## config.mk

```make
export PLATFORM = sky130hd
export DESIGN_NAME = bbox_accum
export DESIGN_NICKNAME = d
export VERILOG_FILES = /design/src/rtl/bbox_pkg.sv /design/src/rtl/bbox_rst_sync.sv /design/src/rtl/bbox_extreme.sv /design/src/rtl/bbox_rd_mux.sv /design/src/rtl/bbox_accum.sv
export SDC_FILE = /design/constraint.sdc
export NUM_CORES = 1
export LEC_CHECK = 0
export ABC_AREA = 1
export BUFFER_PORTS_ARGS = -buffer_cell sky130_fd_sc_hd__buf_2
export CAP_MARGIN = 20
export CELL_PAD_IN_SITES_DETAIL_PLACEMENT = 0
export CELL_PAD_IN_SITES_GLOBAL_PLACEMENT = 1
export CORE_ASPECT_RATIO = 0.8
export CORE_MARGIN = 8
export CORE_UTILIZATION = 41
export CTS_CLUSTER_SIZE = 20
export DETAILED_ROUTE_END_ITERATION = 8
export PLACE_DENSITY_LB_ADDON = 0.1
export SYNTH_ARGS = -nofsm -noshare
export SYNTH_HDL_FRONTEND = slang
export SYNTH_SLANG_ARGS = --single-unit
```

## constraint.sdc

```tcl
create_clock -name clk -period 3.2 [get_ports clk]
set_input_delay 0 -clock clk [delete_from_list [all_inputs] [get_ports clk]]
set_output_delay 0 -clock clk [all_outputs]
set_load 0.005 [all_outputs]
```

## src/rtl/bbox_pkg.sv

```systemverilog
package bbox_pkg;

  localparam int unsigned NUM_BOUNDS = 4;
  localparam int unsigned SEL_W      = 2;

  // Order of the bounds is the read-select encoding
  typedef enum logic [SEL_W-1:0] {
    SEL_LEFT   = 2'd0,
    SEL_RIGHT  = 2'd1,
    SEL_TOP    = 2'd2,
    SEL_BOTTOM = 2'd3
  } bound_sel_e;

  // A bound tracks a maximum (right, bottom) or a minimum (left, top)
  function automatic bit bound_is_max(input int unsigned idx);
    return (idx == SEL_RIGHT) || (idx == SEL_BOTTOM);
  endfunction

  // A bound follows Y (top, bottom) or X (left, right)
  function automatic bit bound_on_y(input int unsigned idx);
    return (idx == SEL_TOP) || (idx == SEL_BOTTOM);
  endfunction

endpackage

```

## src/rtl/bbox_rst_sync.sv

```systemverilog
module bbox_rst_sync (
  input  logic clk,
  input  logic rst_n,
  output logic rst_n_sync
);

  logic [1:0] sync_q;

  always_ff @(posedge clk or negedge rst_n) begin
    if (!rst_n) begin
      sync_q <= 2'b00;
    end else begin
      sync_q <= {sync_q[0], 1'b1};
    end
  end

  assign rst_n_sync = sync_q[1];

endmodule

```

## src/rtl/bbox_extreme.sv

```systemverilog
module bbox_extreme #(
  parameter int unsigned COORD_W = 12,
  parameter bit          IS_MAX  = 1'b0
) (
  input  logic                      clk,
  input  logic                      rst_n,
  input  logic                      clr,
  input  logic                      upd,
  input  logic signed [COORD_W-1:0] sample,
  output logic signed [COORD_W-1:0] value
);

  localparam logic signed [COORD_W-1:0] TOP_VAL  = {1'b0, {(COORD_W-1){1'b1}}};
  localparam logic signed [COORD_W-1:0] BOT_VAL  = {1'b1, {(COORD_W-1){1'b0}}};
  localparam logic signed [COORD_W-1:0] INIT_VAL = IS_MAX ? BOT_VAL : TOP_VAL;

  logic signed [COORD_W-1:0] cur_q;
  logic signed [COORD_W-1:0] cur_d;
  logic                      beyond;
  logic                      en;

  always_comb begin
    if (IS_MAX) begin
      beyond = (sample > cur_q);
    end else begin
      beyond = (sample < cur_q);
    end
    en    = clr | (upd & beyond);
    cur_d = clr ? INIT_VAL : sample;
  end

  always_ff @(posedge clk or negedge rst_n) begin
    if (!rst_n) begin
      cur_q <= INIT_VAL;
    end else if (en) begin
      cur_q <= cur_d;
    end
  end

  assign value = cur_q;

endmodule

```

## src/rtl/bbox_rd_mux.sv

```systemverilog
module bbox_rd_mux
  import bbox_pkg::*;
#(
  parameter int unsigned WORD_W = 16
) (
  input  logic [NUM_BOUNDS-1:0][WORD_W-1:0] words,
  input  logic [SEL_W-1:0]                  sel,
  output logic [WORD_W-1:0]                 data
);

  always_comb begin
    data = words[sel];
  end

endmodule

```

## src/rtl/bbox_accum.sv

```systemverilog
module bbox_accum
  import bbox_pkg::*;
#(
  parameter int unsigned COORD_W = 12,
  parameter int unsigned WORD_W  = 16
) (
  input  logic               clk,
  input  logic               rst_n,
  input  logic               pix_valid,
  input  logic               pix_is_line,
  input  logic [COORD_W-1:0] pix_x,
  input  logic [COORD_W-1:0] pix_y,
  input  logic               clr_req,
  input  logic [SEL_W-1:0]   rd_sel,
  output logic [WORD_W-1:0]  bound_left,
  output logic [WORD_W-1:0]  bound_right,
  output logic [WORD_W-1:0]  bound_top,
  output logic [WORD_W-1:0]  bound_bottom,
  output logic [WORD_W-1:0]  rd_data
);

  localparam int unsigned EXT_W = WORD_W - COORD_W;

  logic                                 rst_n_sync;
  logic                                 accept;
  logic [NUM_BOUNDS-1:0][COORD_W-1:0]   bnd_raw;
  logic [NUM_BOUNDS-1:0][WORD_W-1:0]    bnd_word;

  bbox_rst_sync u_rst_sync (
    .clk        (clk),
    .rst_n      (rst_n),
    .rst_n_sync (rst_n_sync)
  );

  // Clear has priority; only line-draw pixels count
  assign accept = pix_valid & pix_is_line & ~clr_req;

  for (genvar gi = 0; gi < NUM_BOUNDS; gi++) begin : g_bound
    logic signed [COORD_W-1:0] smp;
    logic signed [COORD_W-1:0] val;

    assign smp = bound_on_y(gi) ? $signed(pix_y) : $signed(pix_x);

    bbox_extreme #(
      .COORD_W (COORD_W),
      .IS_MAX  (bound_is_max(gi))
    ) u_extreme (
      .clk    (clk),
      .rst_n  (rst_n_sync),
      .clr    (clr_req),
      .upd    (accept),
      .sample (smp),
      .value  (val)
    );

    assign bnd_raw[gi]  = val;
    assign bnd_word[gi] = {{EXT_W{val[COORD_W-1]}}, val};
  end

  bbox_rd_mux #(
    .WORD_W (WORD_W)
  ) u_rd_mux (
    .words (bnd_word),
    .sel   (rd_sel),
    .data  (rd_data)
  );

  assign bound_left   = bnd_word[SEL_LEFT];
  assign bound_right  = bnd_word[SEL_RIGHT];
  assign bound_top    = bnd_word[SEL_TOP];
  assign bound_bottom = bnd_word[SEL_BOTTOM];

endmodule

```

==> results.sh <==
export IMPL_n_antenna_cell=0
export IMPL_ios=111
export IMPL_grt_overflow=0
export IMPL_fin_skew_ns=0.00713
export IMPL_fillCellCount=983
export IMPL_p_int_mw=1.40
export IMPL_cp_required_ns=3.38
export IMPL_drv_slew=0
export IMPL_synth_most_common_cell="nand2_1"
export IMPL_regArea_um2=1280
export IMPL_die_area_um2=13400
export IMPL_switchingPower_mw=0.675
export IMPL_die_x_um=128
export IMPL_max_stage_delay_ns=0.58
export IMPL_initial_core_util_pct=42.3
export IMPL_synthDistinctLibCells=23
export IMPL_synth_common_cells="163 x nand2_1, 79 x inv_1, 74 x nand3_1"
export IMPL_tns_ns=0
export IMPL_path_cells="inv_1 -> ha_1 -> nand2_1 -> nor2_1 -> and2_1 -> nand2_1 -> nand3_1 -> nand2_1 -> nand2_2 -> nand2_2 -> nand3_1 -> nand2_1"
export IMPL_cts_buffers_inserted=5
export IMPL_rsz0062_at_grt="false"
export IMPL_critPathBufInv=1
export IMPL_min_period_ns=2.38
export IMPL_synth_nets=652
export IMPL_layout_nets=745
export IMPL_drc_errors=0
export IMPL_seq_area_frac_synth_pct=31.4
export IMPL_crit_arrival_ns=2.57
export IMPL_cp_end_kind="flop"
export IMPL_postLayoutCoreUtil_pct=50.8
export IMPL_synth_top_area_cell="dfrtp_1"
export IMPL_whs_ns=0.00328
export IMPL_drv_cap=0
export IMPL_htree_num_levels=2
export IMPL_worst_path_max_delay_cell="dfstp_2"
export IMPL_totalWireLength_um=12300
export IMPL_synth_area_leaders="dfrtp_1 16%, dfstp_2 15%, nand2_1 15%"
export IMPL_cp_common_cell="nand2_1"
export IMPL_hold_buffers=14
export IMPL_syn_to_final_growth_pct=20.2
export IMPL_numPortBuffers=110
export IMPL_cts_sinks=50
export IMPL_grt_max_degree=36
export IMPL_status="completed"
export IMPL_synth_edff_count=0
export IMPL_netlist_area_leader_share_pct=15.9
export IMPL_ys_flop_type="dfrtp_1"
export IMPL_cts_setup_buffers=0
export IMPL_cts_resized=0
export IMPL_syn_inst=575
export IMPL_tightest_slew_ns=0.773
export IMPL_swShare_pct=32.5
export IMPL_syn_avg_cell_area_um2=7.10
export IMPL_hold_violations=0
export IMPL_routedWlPerCell_um=15.3
export IMPL_min_delay_path_class="in -> reg"
export IMPL_syn_cell_area_um2=4080
export IMPL_gp_congestion=0.808
export IMPL_max_slew_margin_rel_pct=48.4
export IMPL_setup_viol_count_final=0
export IMPL_routed_via_density=4.89
export IMPL_p_leak_nw=2.80
export IMPL_clockBufferDepth=2
export IMPL_start_kind="flop"
export IMPL_clkPwrFrac_pct=34.3
export IMPL_seq_power_share_pct=37.6
export IMPL_clk_latency_ns=0.30
export IMPL_grt_use_total_pct=19.0
export IMPL_antenna_found_initial=0
export IMPL_drtAntennaViolNets=0
export IMPL_cts_root_buffer="clkbuf_16"
export IMPL_coreArea_um2=9650
export IMPL_grt_pass1_wl_um=20800
export IMPL_multi_input_area_um2=2210
export IMPL_rows=32
export IMPL_die_y_um=105
export IMPL_async_flop_share_pct=100
export IMPL_drive_above_1_share_pct=27.4
export IMPL_first_pass_iters=7
export IMPL_synth_seq_cells=50
export IMPL_grt_pass1_vias=4037
export IMPL_drt_iter0_markers=199
export IMPL_fmax_mhz=420
export IMPL_power_frac_comb_pct=28.1
export IMPL_cts_tree="built"
export IMPL_path_delay_family="simple AND/OR/NAND/NOR gates"
export IMPL_critical_path_class="reg -> reg"
export IMPL_dp_hpwl_um=9550
export IMPL_ir_drop_v=0.000220
export IMPL_yosysWarnings=0
export IMPL_vias=3936
export IMPL_critPathMaxFanout=13
export IMPL_cellPowerDensity_nw_per_um2=424
export IMPL_clkTransAtPathRegs_ns=0.07
export IMPL_min_period_over_period_pct=74.5
## metal layers
metal  vias up  track usage (%)  routed length [um]
li1       2008                -                   -
met1      1821             27.1                6310
met2       100             28.6                5160
met3         7             4.68                 755
met4         0             3.39                  77
met5         -                0                   0
## flip-flops by register name, indices dropped and copies added, names as in the netlist
signal and count:
g_bound.u_extreme.value 48, u_rst_sync.sync_q 2
## per-stage QoR
step	total power, mW	cell area (um^2)	worst slack (ns)	instances
finish	2.08	4900	0.817	805
global route	2.22	4900	0.467	805
CTS	2.09	4880	0.808	804
detailed placement	1.36	4540	0.823	782
global placement	1.35	4540	0.861	782
floorplan	1.17	4080	1.29	575
## tightest hold or removal path, delay by kind of cell
family	cells	cell delay, ns
and+or+nand+nor	2	0.13
buffers and inverters	1	0.13
## final timing paths
path / slack (ns) / cells after the start / start / end
max in group asynchronous: 2.27 / 1 / u_rst_sync.sync_q[1] / g_bound[0].u_extreme.value[8]
min in group asynchronous: 0.24 / 0 / u_rst_sync.sync_q[1] / g_bound[3].u_extreme.value[4]
max reg2reg: 0.82 / 12 / g_bound[1].u_extreme.value[11] / g_bound[1].u_extreme.value[2]
min: 0.003 / 3 / pix_y[9] / g_bound[3].u_extreme.value[9]
min reg2reg: 0.24 / 0 / u_rst_sync.sync_q[1] / g_bound[3].u_extreme.value[4]
max: 0.82 / 12 / g_bound[1].u_extreme.value[11] / g_bound[1].u_extreme.value[2]
## layout make-up
cell class / count / share of cell area [%]
Timing Repair Buffer: 129 / 15.3
Clock buffer: 5 / 2.55
Inverter: 80 / 6.12
Clock inverter: 3 / 1.40
Multi-Input combinational cell: 402 / 45.0
Tap cell: 136 / 3.47
Sequential cell: 50 / 26.2
## power by group through the flow
stage | registers (mW) | logic (mW) | clock network, mW
floorplan | 0.783 | 0.387 | 0
global placement | 0.792 | 0.560 | 0
detailed placement | 0.793 | 0.571 | 0
CTS | 0.783 | 0.587 | 0.724
global route | 0.793 | 0.682 | 0.743
finish | 0.782 | 0.583 | 0.712
## cells by family after synthesis
family,after synthesis,share of synthesized area (%)
fa+ha+maj,46,14.1
flops,50,31.4
compound gates,62,7.76
other cells,1,0.0919
buf+inv,123,14.5
simple gates,293,32.2
## cells in the final DEF (no fill, tap or decap), types with 2 or more instances in the layout
| cell | n |
|---|---|
| or2_2 | 22 |
| dfstp_2 | 24 |
| buf_2 | 110 |
| dfrtp_1 | 25 |
| nand2_1 | 163 |
| nor2_1 | 14 |
| a21oi_1 | 46 |
| bufinv_16 | 2 |
| clkbuf_16 | 5 |
| buf_4 | 4 |
| nand2_2 | 7 |
| a21o_1 | 2 |
| nand4_1 | 6 |
| nand3_1 | 74 |
| o21ai_0 | 13 |
| inv_1 | 79 |
| and2_1 | 2 |
| nand3_2 | 4 |
| dlygate4sd3_1 | 14 |
| ha_1 | 46 |
(Power assumes the default switching activity.)
